**src/rtl/acg_pkg.sv**
```systemverilog
// Package: shared constants and the phase sequencer state type.
// The state codes are Gray ordered, so each step flips one bit.
package acg_pkg;
    localparam int SEL_W = 2;
    localparam int NSRC  = 1 << SEL_W;

    typedef logic [SEL_W-1:0] acg_sel_t;

    typedef enum logic [1:0] {
        ST_GAP0 = 2'b00,  // gap before phase one (reset state)
        ST_PH1  = 2'b01,  // phase one high
        ST_GAP1 = 2'b11,  // gap between phase one and phase two
        ST_PH2  = 2'b10   // phase two high
    } acg_state_e;
endpackage

```
**src/rtl/acg_edge_det.sv**
```systemverilog
// Module: acg_edge_det
// Synchronises every source clock into the clk domain and gives a one-cycle
// pulse on each rising edge.
// Assumes: every source level lasts at least two clk cycles; SYNC >= 1.
module acg_edge_det #(
    parameter int NSRC = 4,
    parameter int SYNC = 2
) (
    input  logic            clk,
    input  logic            rst_n,
    input  logic [NSRC-1:0] src,
    output logic [NSRC-1:0] rise
);
    localparam int DEPTH = SYNC + 1;

    for (genvar i = 0; i < NSRC; i++) begin : g_src
        logic [DEPTH-1:0] shr;

        // Shift the source through the synchroniser plus one history stage.
        always_ff @(posedge clk) begin
            if (!rst_n) shr <= '0;
            else        shr <= {shr[DEPTH-2:0], src[i]};
        end

        // A rising edge is a synchronised high whose history bit is still low.
        assign rise[i] = shr[SYNC-1] & ~shr[SYNC];
    end
endmodule

```
**src/rtl/acg_col_seq.sv**
```systemverilog
// Module: acg_col_seq
// One column's divide-by-four phase sequencer. It steps on rising edges of
// the active source. It adopts a new select only in a gap cycle with no edge,
// so a running pulse is never cut short.
// Assumes: rise pulses last one clk cycle.
module acg_col_seq
    import acg_pkg::*;
#(
    parameter int NSRC_P = NSRC
) (
    input  logic              clk,
    input  logic              rst_n,
    input  acg_sel_t          sel,
    input  logic [NSRC_P-1:0] rise,
    output logic              phi1,
    output logic              phi2,
    output acg_sel_t          act_sel
);
    acg_state_e state, state_nx;
    logic       adv;
    logic       in_gap;

    // Step only on an edge of the source in use.
    assign adv    = rise[act_sel];
    assign in_gap = (state == ST_GAP0) || (state == ST_GAP1);

    // Next state: one step along the fixed cycle on each source edge.
    always_comb begin
        state_nx = state;
        if (adv) begin
            unique case (state)
                ST_GAP0: state_nx = ST_PH1;
                ST_PH1:  state_nx = ST_GAP1;
                ST_GAP1: state_nx = ST_PH2;
                ST_PH2:  state_nx = ST_GAP0;
                default: state_nx = ST_GAP0;
            endcase
        end
    end

    // State and registered phase outputs, both decoded from the next state.
    always_ff @(posedge clk) begin
        if (!rst_n) begin
            state <= ST_GAP0;
            phi1  <= 1'b0;
            phi2  <= 1'b0;
        end else begin
            state <= state_nx;
            phi1  <= (state_nx == ST_PH1);
            phi2  <= (state_nx == ST_PH2);
        end
    end

    // Source hand-over: only in a gap cycle in which the sequencer does not step.
    always_ff @(posedge clk) begin
        if (!rst_n)              act_sel <= '0;
        else if (in_gap && !adv) act_sel <= sel;
    end
endmodule

```
**src/rtl/acg_colclk_gen.sv**
```systemverilog
// Module: acg_colclk_gen (top)
// Gives NCOL columns each a non-overlapping phase pair at one quarter of a
// selectable source clock. All columns share one edge detector.
// Assumes: the sources are slow compared with clk (see acg_edge_det).
module acg_colclk_gen
    import acg_pkg::*;
#(
    parameter int NCOL        = 4,
    parameter int SYNC_STAGES = 2
) (
    input  logic                  clk,
    input  logic                  rst_n,
    input  logic [NSRC-1:0]       src_clk,
    input  logic [NCOL*SEL_W-1:0] col_sel,
    output logic [NCOL-1:0]       phi1,
    output logic [NCOL-1:0]       phi2
);
    logic [NSRC-1:0]       src_rise;
    logic [NCOL*SEL_W-1:0] act_sel_vec;

    acg_edge_det #(.NSRC(NSRC), .SYNC(SYNC_STAGES)) u_edge (
        .clk   (clk),
        .rst_n (rst_n),
        .src   (src_clk),
        .rise  (src_rise)
    );

    for (genvar c = 0; c < NCOL; c++) begin : g_col
        acg_col_seq #(.NSRC_P(NSRC)) u_seq (
            .clk     (clk),
            .rst_n   (rst_n),
            .sel     (col_sel[c*SEL_W +: SEL_W]),
            .rise    (src_rise),
            .phi1    (phi1[c]),
            .phi2    (phi2[c]),
            .act_sel (act_sel_vec[c*SEL_W +: SEL_W])
        );
    end
endmodule

```
**config.mk**
```make
export PLATFORM = sky130hd
export DESIGN_NAME = acg_colclk_gen
export DESIGN_NICKNAME = d
export VERILOG_FILES = /design/src/rtl/acg_pkg.sv /design/src/rtl/acg_edge_det.sv /design/src/rtl/acg_col_seq.sv /design/src/rtl/acg_colclk_gen.sv
export SDC_FILE = /design/constraint.sdc
export NUM_CORES = 1
export LEC_CHECK = 0
export BUFFER_PORTS_ARGS = -buffer_cell sky130_fd_sc_hd__clkbuf_2
export CORE_ASPECT_RATIO = 1.2
export CORE_MARGIN = 8
export CORE_UTILIZATION = 35
export DETAILED_ROUTE_END_ITERATION = 10
export PLACE_DENSITY_LB_ADDON = 0.1
export SKIP_LAST_GASP = 1
export SLEW_MARGIN = 5
export SYNTH_ARGS = -nofsm -noshare
export SYNTH_HDL_FRONTEND = slang
export SYNTH_SLANG_ARGS = --single-unit
export TNS_END_PERCENT = 50
```
**constraint.sdc**
```tcl
create_clock -name clk -period 1.2 [get_ports clk]
set_input_delay 0.24 -clock clk [delete_from_list [all_inputs] [get_ports clk]]
set_output_delay 0.24 -clock clk [all_outputs]
set_load 0.005 [all_outputs]
```
* Word level (Yosys, flattened, before mapping)
Cells that the tools add are included.
** Storage, ports and cells
- Flip-flop bits (word level) :: 36
- Input port bits :: 14
- Output and inout bits :: 8
- Logic and storage cells :: 84
** Operators by class
- $lt $le $gt $ge :: 4
- Equality and inequality tests :: 20
- Mux-type cells :: 16
- Bitwise gates (word level) :: 8
- Reduce and logical (&&, ||, !) cells :: 16
** Operator list (count)
- one-hot mux 2 bit (4 select lines) :: 4
- equality test 2 bit (second input constant) :: 12
- equality test 2 x 1 -> 1 bit (second input constant) :: 8
- < comparator 2 x 3 -> 1 bit (second input constant) :: 4
- binary-select mux 1 bit (select 2 bit) :: 4
- logical NOT 2 bit :: 4
- two-way mux 2 bit :: 4
- bitwise AND 1 bit :: 4
- logical AND 1 bit :: 4
- logical NOT 1 bit :: 4
- logical OR 1 bit :: 4
- two-way mux 1 bit :: 4
- NOT 1 bit :: 4

* Depth between registers and ports, before layout
Gate-level depths: netlist of run 1.
- Depth after elaboration :: 6
- Mapped depth :: 4
- Mapped depth without buffers :: 4

* By module
Synthesis of run 1 repeated with hierarchy kept, for this count alone.
** Unflattened totals
- Cells, all modules :: 121
- Area, all modules :: 1417.6 um^2
** By module, submodules not included
- acg_col_seq :: instances 4, cells each 23, area each 264.0 um^2, sequential area each 120.1 um^2
- acg_edge_det :: instances 1, cells each 29, area each 361.6 um^2, sequential area each 240.2 um^2

* Worst setup path before layout of run 1
Ideal clock, no wire load.
- Path kind :: reg-to-reg
- Start :: reg u_edge.g_src[3].shr[1]
- End :: reg g_col[0].u_seq.phi1
- Library setup time :: 0.116 ns
- Arrival :: 1.267 ns
- Required time :: 1.084 ns
- Slack :: -0.183 ns
- Stages on the path, launching flop included :: 5
- Buffers on the path :: 0
- Period minus slack after synthesis :: 1.383 ns
- Cells stage by stage :: dfxtp_1 nor2b_4 mux4_2 xor2_1 and3b_1
** Between the ends
- Longest elaborated chain between the ends :: 5
** RTL lines
- from (decl) :: RTL line acg_edge_det.sv:17 : logic [DEPTH-1:0] shr;
- from (signal assigned) :: RTL line acg_edge_det.sv:22 : else shr <= {shr[DEPTH-2:0], src[i]};
- bitwise AND 1 bit :: RTL line acg_edge_det.sv:26 : assign rise[i] = shr[SYNC-1] & ~shr[SYNC];
- binary-select mux 1 bit (select 2 bit) :: RTL line acg_col_seq.sv:24 : assign adv = rise[act_sel];
- two-way mux 1 bit (implied by the code) :: RTL line acg_col_seq.sv:24
- two-way mux 2 bit :: RTL line acg_col_seq.sv:30 : if (adv) begin
- equality test 2 x 1 -> 1 bit :: RTL line acg_col_seq.sv:49 : phi1 <= (state_nx == ST_PH1);
- to (signal assigned) :: RTL line acg_col_seq.sv:49
- to (decl) :: RTL line acg_col_seq.sv:15 : output logic phi1,
Every way passes these cells. The select of a mux whose other input is x is not followed.
A chain may end at the register's enable or synchronous reset.

* Final worst setup path of run 1
- Start :: reg u_edge.g_src[3].shr[1]
- End :: reg g_col[3].u_seq.state[0]
** Between the ends
- Longest elaborated chain between the ends :: 4
** RTL lines
- bitwise AND 1 bit :: RTL line acg_edge_det.sv:26
- binary-select mux 1 bit (select 2 bit) :: RTL line acg_col_seq.sv:24
- two-way mux 1 bit (implied by the code) :: RTL line acg_col_seq.sv:24
- two-way mux 2 bit :: RTL line acg_col_seq.sv:30
- to (signal assigned) :: RTL line acg_col_seq.sv:48 : state <= state_nx;
- to (decl) :: RTL line acg_col_seq.sv:19 : acg_state_e state, state_nx;
Every way passes these cells. The select of a mux whose other input is x is not followed.

==> results of run 1 <==
-- power groups by stage --
stage / combinational (µW) / clock [µW] / sequential (µW)
floorplan: 216 / 0 / 1330
global placement: 257 / 0 / 1350
detailed placement: 264 / 0 / 1350
CTS: 293 / 897 / 1320
global route: 332 / 946 / 1330
finish: 302 / 863 / 1320
-- timing repair --
item	CTS	global route
setup endpoints to repair	24	24
hold buffers	0	0
gates resized for setup	4	5
buffers inserted	4	1
pin swaps	5	2
-- per-stage QoR --
step / cell area [µm²] / util [%] / hold slack (ns)
5_1_grt: 1720 / 43.6 / 0.161
2_1_floorplan: 1440 / - / 0.367
3_5_place_dp: 1560 / 39.5 / 0.422
6_report: 1720 / 43.6 / 0.161
3_3_place_gp: 1560 / 39.5 / 0.419
4_1_cts: 1690 / 42.9 / 0.152
-- logic make-up (layout without fill, tap and decap cells) --
group,count (synthesis),in the layout
compound gates,4,4
xor+xnor,8,8
buf+inv,13,35
flops,36,36
mux,16,16
simple gates,56,56
-- state kept, by name, summed over array words and instances, names as in the netlist --
name / cells
g_col.u_seq.state: 8
g_col.u_seq.phi2: 4
g_col.u_seq.act_sel: 8
u_edge.g_src.shr: 12
g_col.u_seq.phi1: 4
-- worst reg2reg max path, stage by stage, from the launching register on --
cell and delay, ns:
sky130_fd_sc_hd__dfxtp_2 0.32, sky130_fd_sc_hd__nor2b_4 0.12, sky130_fd_sc_hd__mux4_2 0.56, sky130_fd_sc_hd__buf_4 0.17, sky130_fd_sc_hd__o211a_1 0.19
-- layout make-up --
type | count | area [µm²]
Fill cell | 397 | 2220
Sequential cell | 36 | 723
Multi-Input combinational cell | 84 | 662
Timing Repair Buffer | 27 | 174
Clock buffer | 8 | 90.1
Tap cell | 54 | 67.6
-- per-layer routing --
metal	vias up	GRT usage, %	wire length, µm
met5	-	0	0
met4	0	5.36	55
met3	7	3.23	122
met2	17	13.1	1220
met1	429	8.37	980
li1	469	-	-
-- cell usage in the layout (no fill, tap or decap), drive strengths merged --
master,instances
dfxtp,36
clkbuf,29
nand2,24
mux2i,12
and2,12
xor2,8
nor2b,8
nor2,8
buf,6
mux4,4
and3b,4
o211a,4
-- how the worst max path moves through the flow --
stage,cells past startpoint,to,slack [ns]
finish,4,g_col[3].u_seq.state[0]$_SDFF_PN0_,-0.26
detailed placement,4,g_col[2].u_seq.phi1$_SDFF_PN0_,-0.27
CTS,4,g_col[0].u_seq.phi1$_SDFF_PN0_,-0.26
global route,4,g_col[0].u_seq.phi1$_SDFF_PN0_,-0.31
floorplan,4,g_col[0].u_seq.phi1$_SDFF_PN0_,-0.18
global placement,4,g_col[2].u_seq.phi1$_SDFF_PN0_,-0.23
==> implementation parameters, run 1 <==
Parameter                              Value

Placed design
  Estimated wirelength of the detail-placed design ... 1710 µm
  RD Place Congestion ... 0.674
  Number of placed instances with taps included ... 196
  Placement Setup Slack ... -0.267 ns
  IO buf count ... 21

Routing
  Overall routed net length ... around 2400 µm
  Via/cell ratio ... 4.41
  Average wire length per cell after detail routing ... between 10 and 15 µm
  Post-detailed-route DRC marker count ... 0
  Remaining number of nets flagged by the antenna check after routing ... 0
  Pre-Repair DR Iteration Count ... 4
  Routed vias ... 922
  Iteration-0 DRC count of the detailed router ... 38

Floorplanning
  Die width ... 74.6 µm
  Initial core utilization ... 36.6%
  Core area ... 0.00394 mm²
  Number of placement rows ... 25
  # IOs ... 22
  Die outline area ... 0.00644 mm²
  Y dimension of the die ... 86.3 µm

Clocking
  Deepest level of the CTS H-tree ... 2
  CTS max path bufs ... 2
  Latest clock arrival within the worst-skew pair ... 0.28 ns
  # clock sinks ... 36
  TritonCTS clock tree ... done
  Clk slew on worst S/H paths ... 0.07 ns
  Clock buffer count from CTS ... 5
  CTS root buf ... sky130_fd_sc_hd__clkbuf_8

Timing
  Hold Violations, Final ... 0
  Post-route fraction of the period consumed by the critical path ... 122%
  Count of final setup violators ... 24
  Fin Clk Skew ... 0.00266 ns
  Transition at the pin with the smallest max-transition slack ... 0.244 ns
  Setup TNS after final layout ... -4.85 ns
  RSZ-0062 raised after global routing ... true
  Number of max-slew violations in the final report ... 0
  Final critical-path setup slack ... -0.260 ns
  Achievable clock frequency ... 685 MHz
  Minimum clock period after layout ... 1.46 ns
  Worst-case headroom to the max-slew limit ... 83.7%

Worst hold path
  Type of the worst min-delay path ... in2reg
  Worst min-delay path startpoint ... src_clk[0]
  Hold Crit Depth ... 2
  Worst hold endpoint ... u_edge.g_src[0].shr[0]$_SDFF_PN0_

Yosys
  Main area contributors after synthesis ... sky130_fd_sc_hd__dfxtp_1 (50%), sky130_fd_sc_hd__mux2i_1 (8.3%), sky130_fd_sc_hd__mux4_2 (6.3%), sky130_fd_sc_hd__nand2_1 (6.3%), sky130_fd_sc_hd__xor2_1 (4.9%)
  Synth top area share ... 50.0%
  Synthesized Nets ... 147
  List of most frequent post-synthesis cells ... sky130_fd_sc_hd__dfxtp_1 (36), sky130_fd_sc_hd__nand2_1 (24), sky130_fd_sc_hd__mux2i_1 (12), sky130_fd_sc_hd__and2_1 (11)
  Fraction of the mapped netlist area in compound gates ... 2.78%
  Synthesized instance count ... 133
  Fraction of the mapped netlist area in simple logic gates ... 22.3%
  Asr flop ratio synth ... 0%
  Post-synthesis share of cell area spent on full adders, half adders and majority gates ... 0%
  Leading cell type by number of instances after synthesis ... sky130_fd_sc_hd__dfxtp_1
  Post-synth EDFFs ... 0
  Mapped Area ... about 0.0014 mm²
  Register bit total from synthesis ... 36
  Post-synthesis mux area share ... approximately 15%
  Mean post-synth cell area ... around 11 µm²
  Combinational family with the most area after synthesis ... simple AND/OR/NAND/NOR gates
  Distinct cell type count of the synthesized netlist ... 15
  Synth warn ... 0
  Predominant post-synthesis flop cell ... sky130_fd_sc_hd__dfxtp_1
  Cell type with the highest aggregate area in the netlist ... sky130_fd_sc_hd__dfxtp_1
  Synthesized-area fraction occupied by xor and xnor cells ... 4.86%
  Post-synthesis sequential area ratio ... roughly half

Power and ir drop
  Power per cell area ... 1450 mW/mm²
  Share of power burned in registers ... ~53%
  VDD IR max ... about 0.60 mV
  Internal ... 1910 µW
  Reported net switching power ... 576 µW
  Share of power burned in combinational logic ... 12.1%
  Share of total power consumed by net switching ... 23.2%
  Leakage power ... 0.000832 µW
  Design Power ... 2490 µW
  Relative contribution of the clock network to total power ... 34.7%

Critical path
  Worst Reg2Reg Path Length in Cells ... 4
  Series of cell instances along the critical path ... nor2b_4 > mux4_2 > buf_4 > o211a_1
  Required @ worst endpoint ... 1.38 ns
  Flop2flop setup slack ... -0.26 ns
  Highest net fanout along the worst path ... 4
  Worst r2r src ... u_edge.g_src[3].shr[1]$_SDFF_PN0_
  Worst path bufs/invs ... 1
  CP arrival ... around 1.6 ns
  Worst flop-to-flop path endpoint ... g_col[3].u_seq.state[0]$_SDFF_PN0_
  Cell family contributing the most delay on the critical path ... multiplexers
  Slowest CP cell ... sky130_fd_sc_hd__mux4_2
  WS Path Type ... reg2reg
  Critical Path Max Stage Delay ... 0.56 ns
  Type of element capturing the critical path ... register
  Launch point of the critical path ... u_edge.g_src[3].shr[1]$_SDFF_PN0_
  Crit path launch type ... register

Cells and area
  Fraction of final layout cells with drive strength greater than 1 ... 31.0%
  Relative area change from synthesis to final layout ... 19.1%
  Count of antenna diodes in the layout ... 0
  Number of nets in the final layout ... 168
  Final Non-Filler Cells ... 209

Global route
  Pin count of the biggest net entering global routing ... between 40 and 50
  Antenna violations before repair ... 0
  Vias in the first global route ... 904
  All-layer global routing usage ... approximately 8.1%
  Total global routing overflow ... 0
  Wire length of the first global-routing pass ... 3890 µm

Run status
  Run status ... finished with violations
  Violations in the final reports ... negative setup slack

Flow run
  Max capacitance violation total ... 0
Power figures use the tool's default switching activity.
==> run 2, diff against run 1 <==
CORE_MARGIN = unset   (was 8)
SETUP_SLACK_MARGIN = 0.4   (was unset)
==> run 2 against run 1 <==
Effect of this change: the run still ends with negative setup slack left; global-route usage rose by 4.5 points; critical endpoint is now g_col[0].u_seq.phi1$_SDFF_PN0_; via count fell by 3.5%; combinational power fell by 3%; die area fell by 32%; register-to-register slack barely moved.
==> implementation parameters, run 2 (synthesis results as in run 1) <==
Parameter                              Value

Timing
  Number of max-slew violations in the final report ... 0
  Fin Clk Skew ... 0.00479 ns
  Achievable clock frequency ... slightly below 700 MHz
  Worst-case headroom to the max-slew limit ... 82.7%
  Hold Violations, Final ... 0
  RSZ-0062 raised after global routing ... true
  Minimum clock period after layout ... 1.46 ns
  Setup TNS after final layout ... -4.55 ns
  Count of final setup violators ... 24
  Final critical-path setup slack ... -0.256 ns
  Transition at the pin with the smallest max-transition slack ... 0.259 ns
  Post-route fraction of the period consumed by the critical path ... 121%

Placed design
  RD Place Congestion ... 0.641
  Estimated wirelength of the detail-placed design ... 1500 µm
  IO buf count ... 21
  Number of placed instances with taps included ... 196
  Placement Setup Slack ... -0.252 ns

Clocking
  Clk slew on worst S/H paths ... 0.07 ns
  CTS root buf ... sky130_fd_sc_hd__clkbuf_8
  CTS max path bufs ... 2
  Hold-fix buffers, CTS ... 0
  # clock sinks ... 36
  Deepest level of the CTS H-tree ... 2
  Latest clock arrival within the worst-skew pair ... 0.28 ns
  TritonCTS clock tree ... done
  Clock buffer count from CTS ... 5

Cells and area
  Count of antenna diodes in the layout ... 0
  Largest registers ... u_edge.g_src.shr x12, g_col.u_seq.act_sel x8, g_col.u_seq.state x8
  Most frequent cells in the layout ... sky130_fd_sc_hd__dfxtp_1 (33), sky130_fd_sc_hd__nand2_1 (24), sky130_fd_sc_hd__clkbuf_2 (21)
  Fillers ... 409
  Relative area change from synthesis to final layout ... 18.1%
  Fraction of final layout cells with drive strength greater than 1 ... 31.2%
  Largest Register ... u_edge.g_src.shr
  Final Non-Filler Cells ... 208
  Max reg flops ... 12
  End-of-flow core utilization ... 43.2%
  Number of nets in the final layout ... between 150 and 200
  Most frequent standard cell in the layout excluding fill and tap cells ... sky130_fd_sc_hd__dfxtp_1

Critical path
  WS Path Type ... reg2reg
  Type of element capturing the critical path ... register
  Required @ worst endpoint ... 1.38 ns
  Crit path launch type ... register
  CP arrival ... 1.64 ns
  Flop2flop setup slack ... -0.26 ns
  Highest net fanout along the worst path ... 4

Floorplanning
  Die width ... between 60 and 70 µm
  Y dimension of the die ... 72.3 µm
  Number of placement rows ... 25
  Core area ... 0.00394 mm²
  Die outline area ... 0.00438 mm²
  Initial core utilization ... 36.6%
  # IOs ... 22

Global route
  Wire length of the first global-routing pass ... between 3000 and 4000 µm
  All-layer global routing usage ... 12.6%
  Total global routing overflow ... 0
  Pin count of the biggest net entering global routing ... 45
  Vias in the first global route ... 856
  Antenna violations before repair ... 0

Routing
  Remaining number of nets flagged by the antenna check after routing ... 0
  Via/cell ratio ... 4.28
  Post-detailed-route DRC marker count ... 0
  Pre-Repair DR Iteration Count ... 2
  Overall routed net length ... 2220 µm
  Routed vias ... just under 900
  Iteration-0 DRC count of the detailed router ... 33
  Average wire length per cell after detail routing ... 10.7 µm

Power and ir drop
  VDD IR max ... 0.905 mV
  Share of total power consumed by net switching ... between 20 and 25%
  Relative contribution of the clock network to total power ... 34.7%
  Internal ... 1910 µW
  Leakage power ... 0.000819 µW
  Design Power ... ~2500 µW
  Reported net switching power ... 566 µW
  Share of power burned in registers ... 53.5%
  Share of power burned in combinational logic ... between 10% and 20%
  Power per cell area ... 1450 mW/mm²

Worst hold path
  Type of the worst min-delay path ... in2reg

Run status
  Run status ... finished with violations
  Violations in the final reports ... negative setup slack

Flow run
  Max capacitance violation total ... 0
## run 2: area by class of cell
cell class / instances / area, µm² / share of cell area (%)
sequential: 36 / 724 / 42.6
multi-input combinational: 84 / 657 / 38.6
timing repair buffer: 26 / 163 / 9.56
clock buffer: 8 / 90.1 / 5.29
tap: 54 / 67.6 / 3.97
## run 2: power groups by stage
| stage | clock network, µW | logic, µW | registers [µW] |
|---|---|---|---|
| 6_report | 859 | 292 | 1320 |
| 5_1_grt | 957 | 326 | 1330 |
| 3_5_place_dp | 0 | 263 | 1350 |
| 3_3_place_gp | 0 | 258 | 1350 |
| 4_1_cts | 892 | 290 | 1320 |
| 2_1_floorplan | 0 | 217 | 1330 |
## run 2: critical path, cell delays in order, from the launching register on
cell	delay, ns
sky130_fd_sc_hd__dfxtp_1	0.31
sky130_fd_sc_hd__nor2b_4	0.13
sky130_fd_sc_hd__mux4_2	0.54
sky130_fd_sc_hd__xor2_1	0.20
sky130_fd_sc_hd__and3b_1	0.18
## run 2: metal layers
layer | vias to the layer above | global-route usage [%] | part of all wire (%) | wire, µm
met4 | 0 | 6.82 | 2.6 | 57
li1 | 463 | - | - | -
met3 | 5 | 5.35 | 4.6 | 102
met2 | 18 | 19.8 | 50 | 1100
met5 | - | 0 | 0 | 0
met1 | 404 | 14.3 | 43 | 959
## run 2: stage by stage
stage / area, µm² / hold slack (ns)
after floorplan: 1440 / 0.367
after global placement: 1560 / 0.420
after detailed placement: 1560 / 0.423
after CTS: 1690 / 0.153
after global routing: 1700 / 0.160
final: 1700 / 0.161
## run 2: final timing paths
check             cells past startpoint                           endpoint                               from
hold / removal                        2  u_edge.g_src[2].shr[0]$_SDFF_PN0_                         src_clk[2]
setup / recovery                      4     g_col[0].u_seq.phi1$_SDFF_PN0_  u_edge.g_src[3].shr[1]$_SDFF_PN0_
hold reg to reg                       1  u_edge.g_src[2].shr[1]$_SDFF_PN0_  u_edge.g_src[2].shr[0]$_SDFF_PN0_
setup reg to reg                      4     g_col[0].u_seq.phi1$_SDFF_PN0_  u_edge.g_src[3].shr[1]$_SDFF_PN0_
## run 2: what timing repair did
item                       CTS  global route
buffers inserted             4             0
cloned                       0             0
gates resized for setup      4             4
pin swaps                    6             2
setup endpoints to repair   32            32
